`config.mk`:
```
export PLATFORM = sky130hd
export DESIGN_NAME = seg_restore_unit
export DESIGN_NICKNAME = d
export VERILOG_FILES = /design/src/rtl/seg_restore_pkg.sv /design/src/rtl/seg_desc_unpack.sv /design/src/rtl/seg_restore_ctrl.sv /design/src/rtl/seg_reg_file.sv /design/src/rtl/seg_restore_unit.sv
export SDC_FILE = /design/constraint.sdc
export NUM_CORES = 1
export LEC_CHECK = 0
export BUFFER_PORTS_ARGS = -buffer_cell sky130_fd_sc_hd__buf_2
export CAP_MARGIN = 20
export CORE_MARGIN = 2
export CORE_UTILIZATION = 65
export CTS_CLUSTER_DIAMETER = 50
export DETAILED_ROUTE_END_ITERATION = 12
export PLACE_DENSITY = 0.87
export RECOVER_POWER = 100
export REMOVE_ABC_BUFFERS = 1
export SLEW_MARGIN = 15
export SYNTH_ARGS = -nofsm -noshare
export SYNTH_HDL_FRONTEND = slang
export SYNTH_SLANG_ARGS = --single-unit
```
`constraint.sdc`:
```
create_clock -name clk_i -period 4.3 [get_ports clk_i]
set_clock_uncertainty 0.15 [all_clocks]
set_input_delay 0.43 -clock clk_i [delete_from_list [all_inputs] [get_ports clk_i]]
set_output_delay 0.43 -clock clk_i [all_outputs]
set_load 0.01 [all_outputs]
```
`src/rtl/seg_restore_pkg.sv`:
```
package seg_restore_pkg;
  localparam int SEL_W      = 3;
  localparam int NUM_SEG    = 6;
  localparam int OP_W       = 32;
  localparam int SEQ_CLOCKS = 11;

  localparam logic [SEL_W-1:0] SEG_ES = 3'd0;
  localparam logic [SEL_W-1:0] SEG_CS = 3'd1;
  localparam logic [SEL_W-1:0] SEG_SS = 3'd2;

  typedef struct packed {
    logic       g;
    logic       b;
    logic       v;
    logic [1:0] dpl;
    logic       x;
    logic       e;
    logic       w;
    logic       a;
  } seg_attr_t;

  typedef struct packed {
    logic [15:0] selector;
    logic [31:0] base;
    logic [19:0] limit;
    seg_attr_t   attr;
  } seg_desc_t;
endpackage

```
`src/rtl/seg_desc_unpack.sv`:
```
module seg_desc_unpack
  import seg_restore_pkg::*;
(
  input  logic [OP_W-1:0] w0_i,
  input  logic [OP_W-1:0] w1_i,
  input  logic [15:0]     w2_i,
  output seg_desc_t       desc_o
);
  // fixed-value bits of word 1 are ignored
  logic unused_fixed;
  assign unused_fixed = ^{w1_i[21], w1_i[15], w1_i[12]};

  always_comb begin
    desc_o.selector  = w2_i;
    desc_o.base      = {w1_i[31:24], w1_i[7:0], w0_i[31:16]};
    desc_o.limit     = {w1_i[19:16], w0_i[15:0]};
    desc_o.attr.g    = w1_i[23];
    desc_o.attr.b    = w1_i[22];
    desc_o.attr.v    = w1_i[20];
    desc_o.attr.dpl  = w1_i[14:13];
    desc_o.attr.x    = w1_i[11];
    desc_o.attr.e    = w1_i[10];
    desc_o.attr.w    = w1_i[9];
    desc_o.attr.a    = w1_i[8];
  end
endmodule

```
`src/rtl/seg_restore_ctrl.sv`:
```
module seg_restore_ctrl
  import seg_restore_pkg::*;
#(
  parameter int LAT  = SEQ_CLOCKS,
  parameter int NSEG = NUM_SEG
) (
  input  logic             clk_i,
  input  logic             rst_ni,
  input  logic             req_valid_i,
  input  logic [SEL_W-1:0] req_sel_i,
  input  logic [1:0]       cpl_i,
  input  logic             spec_en_i,
  input  logic             sys_mgmt_i,
  input  logic             dbg_mgmt_i,
  input  logic             op_valid_i,
  input  logic [OP_W-1:0]  op_word_i,
  output logic             busy_o,
  output logic             done_o,
  output logic             fault_o,
  output logic             commit_o,
  output logic [SEL_W-1:0] sel_o,
  output logic [OP_W-1:0]  w0_o,
  output logic [OP_W-1:0]  w1_o,
  output logic [15:0]      w2_o
);
  localparam int               CNT_W = $clog2(LAT + 1);
  localparam logic [CNT_W-1:0] LAST  = CNT_W'(LAT - 1);

  logic             busy_q, done_q, fault_q;
  logic [CNT_W-1:0] cnt_q;
  logic [SEL_W-1:0] sel_q;
  logic [1:0]       idx_q;
  logic [OP_W-1:0]  w0_q, w1_q;
  logic [15:0]      w2_q;
  logic             accept, refuse, commit;

  assign accept = req_valid_i && !busy_q;
  assign refuse = (req_sel_i >= SEL_W'(NSEG)) || (cpl_i != 2'd0) ||
                  (!spec_en_i && !sys_mgmt_i && !dbg_mgmt_i);
  assign commit = busy_q && (cnt_q == LAST);

  always_ff @(posedge clk_i or negedge rst_ni) begin
    if (!rst_ni) begin
      busy_q  <= 1'b0;
      done_q  <= 1'b0;
      fault_q <= 1'b0;
      cnt_q   <= '0;
      sel_q   <= '0;
    end else begin
      done_q  <= commit;
      fault_q <= accept && refuse;
      if (accept && !refuse) begin
        busy_q <= 1'b1;
        cnt_q  <= CNT_W'(1);
        sel_q  <= req_sel_i;
      end else if (busy_q) begin
        if (commit) busy_q <= 1'b0;
        else        cnt_q  <= cnt_q + CNT_W'(1);
      end
    end
  end

  // operand words arrive in address order
  always_ff @(posedge clk_i or negedge rst_ni) begin
    if (!rst_ni) begin
      idx_q <= '0;
      w0_q  <= '0;
      w1_q  <= '0;
      w2_q  <= '0;
    end else if (accept && !refuse) begin
      idx_q <= '0;
    end else if (busy_q && op_valid_i) begin
      case (idx_q)
        2'd0: begin w0_q <= op_word_i;        idx_q <= 2'd1; end
        2'd1: begin w1_q <= op_word_i;        idx_q <= 2'd2; end
        2'd2: begin w2_q <= op_word_i[15:0];  idx_q <= 2'd3; end
        default: ;
      endcase
    end
  end

  assign busy_o   = busy_q;
  assign done_o   = done_q;
  assign fault_o  = fault_q;
  assign commit_o = commit;
  assign sel_o    = sel_q;
  assign w0_o     = w0_q;
  assign w1_o     = w1_q;
  assign w2_o     = w2_q;
endmodule

```
`src/rtl/seg_reg_file.sv`:
```
module seg_reg_file
  import seg_restore_pkg::*;
#(
  parameter int               NSEG   = NUM_SEG,
  parameter logic [SEL_W-1:0] CS_IDX = SEG_CS
) (
  input  logic             clk_i,
  input  logic             rst_ni,
  input  logic             wr_en_i,
  input  logic [SEL_W-1:0] wr_sel_i,
  input  seg_desc_t        wr_desc_i,
  input  logic             flush_i,
  input  logic [SEL_W-1:0] rd_sel_i,
  output seg_desc_t        rd_desc_o,
  output logic             pend_o
);
  seg_desc_t   seg_q [NSEG];
  logic        pend_q;
  logic [31:0] pend_base_q;

  // staged code-segment base
  always_ff @(posedge clk_i or negedge rst_ni) begin
    if (!rst_ni) begin
      pend_q      <= 1'b0;
      pend_base_q <= '0;
    end else if (wr_en_i && wr_sel_i == CS_IDX) begin
      pend_q      <= 1'b1;
      pend_base_q <= wr_desc_i.base;
    end else if (flush_i && pend_q) begin
      pend_q      <= 1'b0;
    end
  end

  for (genvar i = 0; i < NSEG; i++) begin : g_seg
    seg_desc_t q;
    logic      hit;
    assign hit = wr_en_i && (wr_sel_i == SEL_W'(i));

    if (SEL_W'(i) == CS_IDX) begin : g_cs
      always_ff @(posedge clk_i or negedge rst_ni) begin
        if (!rst_ni) begin
          q <= '0;
        end else begin
          if (hit) begin
            q.selector <= wr_desc_i.selector;
            q.limit    <= wr_desc_i.limit;
            q.attr     <= wr_desc_i.attr;
          end
          if (flush_i && pend_q) q.base <= pend_base_q;
        end
      end
    end else begin : g_std
      always_ff @(posedge clk_i or negedge rst_ni) begin
        if (!rst_ni)  q <= '0;
        else if (hit) q <= wr_desc_i;
      end
    end

    assign seg_q[i] = q;
  end

  always_comb begin
    rd_desc_o = '0;
    for (int i = 0; i < NSEG; i++) begin
      if (rd_sel_i == SEL_W'(i)) rd_desc_o = seg_q[i];
    end
  end

  assign pend_o = pend_q;
endmodule

```
`src/rtl/seg_restore_unit.sv`:
```
module seg_restore_unit
  import seg_restore_pkg::*;
#(
  parameter int LAT  = SEQ_CLOCKS,
  parameter int NSEG = NUM_SEG
) (
  input  logic        clk_i,
  input  logic        rst_ni,
  input  logic        req_valid_i,
  input  logic [2:0]  req_sel_i,
  input  logic        spec_en_i,
  input  logic        sys_mgmt_i,
  input  logic        dbg_mgmt_i,
  input  logic        op_valid_i,
  input  logic [31:0] op_word_i,
  input  logic        flush_i,
  input  logic        ldt_done_i,
  input  logic [2:0]  rd_sel_i,
  output logic        busy_o,
  output logic        done_o,
  output logic        fault_ud_o,
  output logic [1:0]  cpl_o,
  output logic        irq_hold_o,
  output logic        cs_base_pend_o,
  output logic [15:0] rd_selector_o,
  output logic [31:0] rd_base_o,
  output logic [19:0] rd_limit_o,
  output logic [8:0]  rd_attr_o,
  output logic        rd_writable_o
);
  logic             commit;
  logic [SEL_W-1:0] sel;
  logic [OP_W-1:0]  w0, w1;
  logic [15:0]      w2;
  seg_desc_t        new_desc, rd_desc;
  logic [1:0]       cpl_q;
  logic             irq_q;

  seg_restore_ctrl #(.LAT(LAT), .NSEG(NSEG)) u_ctrl (
    .clk_i, .rst_ni, .req_valid_i, .req_sel_i,
    .cpl_i      (cpl_q),
    .spec_en_i, .sys_mgmt_i, .dbg_mgmt_i, .op_valid_i, .op_word_i,
    .busy_o, .done_o,
    .fault_o    (fault_ud_o),
    .commit_o   (commit),
    .sel_o      (sel),
    .w0_o       (w0),
    .w1_o       (w1),
    .w2_o       (w2)
  );

  seg_desc_unpack u_unpack (
    .w0_i   (w0),
    .w1_i   (w1),
    .w2_i   (w2),
    .desc_o (new_desc)
  );

  seg_reg_file #(.NSEG(NSEG), .CS_IDX(SEG_CS)) u_regs (
    .clk_i, .rst_ni,
    .wr_en_i   (commit),
    .wr_sel_i  (sel),
    .wr_desc_i (new_desc),
    .flush_i,
    .rd_sel_i,
    .rd_desc_o (rd_desc),
    .pend_o    (cs_base_pend_o)
  );

  always_ff @(posedge clk_i or negedge rst_ni) begin
    if (!rst_ni) begin
      cpl_q <= 2'd0;
      irq_q <= 1'b0;
    end else begin
      if (commit && sel == SEG_SS) cpl_q <= new_desc.attr.dpl;
      // a new CS restore wins over a completing table load
      if (commit && sel == SEG_CS) irq_q <= 1'b1;
      else if (ldt_done_i)         irq_q <= 1'b0;
    end
  end

  assign cpl_o         = cpl_q;
  assign irq_hold_o    = irq_q;
  assign rd_selector_o = rd_desc.selector;
  assign rd_base_o     = rd_desc.base;
  assign rd_limit_o    = rd_desc.limit;
  assign rd_attr_o     = rd_desc.attr;
  assign rd_writable_o = rd_desc.attr.w & ~rd_desc.attr.x;
endmodule

```
==> key figures <==
Clock tree
  – CTS Hold Bufs: 40
  – Clk buf depth: 3
  – # clock sinks: just under 600
  – Post-CTS setup buffers: 0
  – Worst-path clk slew: 0.06 ns
  – CTS root buf: clkbuf_16
  – CTS tree: yes
  – Number of CTS-inserted buffers: a little under 60
  – H-tree levels: 2
  – Clock Latency Late Sink: 0.61 ns
  – Resize count post-CTS: 0

Pwr
  – Sw Pwr: 5070 uW
  – Combinational power share: 19.4%
  – PwrDens: between 600 and 700 nW/um2
  – Clk pwr share: 30.5%
  – Flop pwr share: 50.1%
  – Pint: about 12000 uW
  – Sw frac: between 20% and 30%
  – Tot Pwr: 17300 uW
  – Max IR drop VDD: around 0.00045 V
  – Leakage: between 0.01 and 0.015 uW

Synthesis
  – Area contributors post-synth: dfrtp_1 (58%), mux2_2 (24%), mux2i_1 (6.1%)
  – Ys async rst share: 100%
  – #FFs+latches synth: 585
  – Post-Syn Area: 25300 um2
  – Sequential share of the synthesized area: 57.9%
  – Dominant cell type by area after synthesis: dfrtp_1
  – EDFF count, synth: 0
  – Ys Warns: 0
  – Primary FF master, synth: dfrtp_1
  – Mapped Avg Cell Area: 14.0 um2
  – Netlist cell types: 39
  – Mapped Cells: approximately 1.8k
  – Yosys top cell area share: approximately 58%

Route
  – Post-route DRC: 0
  – Vias per cell: 6.27
  – WL/cell: 23.7 um
  – Pre-antenna DRT Iters: 5
  – ANT nets after route: 0
  – Final wirelength: approximately 60000 um
  – Routed via count: 15.8k
  – Initial DRC Count: between 900 and 1k

Critical path
  – CP required: 4.63 ns
  – CP Capture Type: flop
  – Critical path arrival: 3.88 ns
  – CP Launch Point: u_ctrl.cnt_q[0]
  – Critical path startpoint category: flop
  – FF-to-FF setup slack: 0.75 ns
  – FF-to-FF path depth: 7
  – CP Max Fanout: 47
  – Worst R2R Start: u_ctrl.cnt_q[0]
  – CP Class: reg2reg
  – Worst R2R End: u_regs.g_seg[0].q[32]

Timing
  – Worst-margin pin slew: 2.51 ns
  – Minimum clock period: 3.55 ns
  – Fin crit share: 82.6%
  – Final count of pins violating max slew: 556
  – RSZ-0062 raised after global routing: false
  – Slew headroom: -67.6%
  – Fin. Hold Viols: 0
  – Setup tns final: 0 ns
  – Final setup viols: 0
  – Max Fclk: 281 MHz

Outcome
  – Run status: complete, but fails checks
  – Failing checks: capacitance limit, slew limit

Floorplanning
  – Die area: 40500 um2
  – Starting Density: 65.6%
  – Row count: 72
  – # IOs: 132
  – Core area: 38600 um2
  – Die Ht: between 200 and 250 um
  – Die W: 201 um

Place
  – DP Area: 26500 um2
  – IO buf count: 131
  – Cells after DPL: 2371
  – GP Congestion: 0.795
  – Placed wire-length estimate: 33600 um

Final layout
  – Share of post-route cells with drive strength above 1: 35.8%
  – Count of antenna diodes in the layout: 0
  – Nets: 2006
  – Final non-filler cell total: 2520
  – Commonest cells after routing, fill and taps aside: dfrtp_1 (585), mux2_2 (529), mux2i_1 (154), clkbuf_1 (97), nand2_1 (87)
  – Fin area: 28600 um2
  – Most common cell after layout, fill and taps aside: dfrtp_1
  – Syn-to-layout area delta: 13.2%

GRT
  – Grt total ovfl: 0
  – Initial antenna violation count: 0
  – Vias in the first global route: 17.0k
  – GRT Total Usage: between 30% and 40%
  – Pin count of the biggest net entering global routing: 128
  – First-pass GRT wire length: ~95000 um

Hold path
  – HP Class: in2reg
  – Hold path cells: 4
  – Worst Hold End: u_ctrl.fault_o
  – Worst hold start: dbg_mgmt_i

Job
  – Maximum Capacitance Violations: 11
==> how the worst max path moves through the flow <==
stage	slack, ns	to	cells past startpoint
floorplan	-0.27	u_regs.g_seg[5].q[0]	5
global placement	1.34	rd_attr_o[0]	7
detailed placement	1.30	rd_limit_o[4]	7
CTS	1.26	rd_limit_o[4]	7
global route	0.60	u_regs.g_seg[0].q[32]	7
finish	0.75	u_regs.g_seg[0].q[32]	7
==> power groups by stage <==
stage | registers [uW] | logic, uW | clock network, uW
after floorplan | 8190 | 2440 | 0
after global placement | 8540 | 3190 | 0
after detailed placement | 8710 | 3360 | 0
after CTS | 8650 | 3440 | 5350
after global routing | 8900 | 3650 | 5580
final | 8680 | 3360 | 5290
==> routing by layer <==
| layer | wire length (um) | vias up | share of wire [%] | track usage (%) |
|---|---|---|---|---|
| met1 | 25200 | 8398 | 42 | 40.1 |
| li1 | - | 6821 | - | - |
| met4 | 1770 | 0 | 3.0 | 11.0 |
| met2 | 29700 | 457 | 50 | 50.2 |
| met5 | 0 | - | 0 | 0 |
| met3 | 3020 | 130 | 5.1 | 5.05 |
==> critical path, cell delays in order, from the launching register on <==
cell and delay [ns]:
dfrtp_1 0.41, inv_1 0.12, ha_1 0.18, nand4b_1 0.21, nor3_1 0.46, nand2b_2 0.95, buf_4 0.58, mux2_1 0.35
==> kinds of logic (layout without fill, tap and decap cells) <==
| logic type | after synthesis | in the layout | share of synthesized area, % |
|---|---|---|---|
| XOR/XNOR | 2 | 2 | 0.0693 |
| buffers and inverters | 131 | 326 | 2.47 |
| flip-flops | 585 | 585 | 57.9 |
| AO/OA/AOI/OAI | 165 | 165 | 4.46 |
| multiplexers | 727 | 727 | 31.6 |
| adder cells (fa/ha/maj) | 5 | 5 | 0.247 |
| AND/OR/NAND/NOR | 192 | 192 | 3.27 |
==> metrics by stage <==
stage | setup slack (ns) | utilization (%) | hold slack, ns
6_report | 0.747 | 74.3 | 0.279
5_1_grt | 0.605 | 74.3 | 0.316
4_1_cts | 1.26 | 75.0 | 0.212
3_5_place_dp | 1.30 | 68.8 | 0.325
3_3_place_gp | 1.34 | 68.8 | 0.317
2_1_floorplan | -0.265 | - | -0.0156
==> final cells by class <==
class,instances,area [um2]
Sequential cell,585,14600
Multi-Input combinational cell,1091,10000
Fill cell,2463,9910
Clock buffer,85,1730
Timing Repair Buffer,209,1290
Tap cell,518,648
Clock inverter,24,292
Inverter,8,30.0
==> flip-flops by register name (all words and copies together) (netlist names) <==
register and count:
irq_hold_o 1, u_ctrl.busy_o 1, u_ctrl.cnt_q 4, u_ctrl.done_o 1
u_ctrl.fault_o 1, u_ctrl.idx_q 2, u_ctrl.sel_o 3, u_ctrl.w0_o 32
u_ctrl.w1_o 29, u_ctrl.w2_o 16, u_regs.g_seg.q 462, u_regs.pend_base_q 32
u_regs.pend_o 1
==> cells in the mapped netlist, types with 2 or more instances <==
cell type,count
mux2_2,531
nor3b_1,2
inv_1,7
ha_1,5
nand3b_1,2
a21oi_1,77
mux2i_1,154
buf_4,10
nand2b_1,2
nand2_1,88
buf_6,3
nand3_1,5
o221ai_1,75
o21ai_0,7
nor2b_1,3
nor3_2,2
buf_1,14
dfrtp_1,585
nor2_1,80
clkbuf_1,38
buf_2,58
mux2_1,42
(Power assumes the default switching activity.)
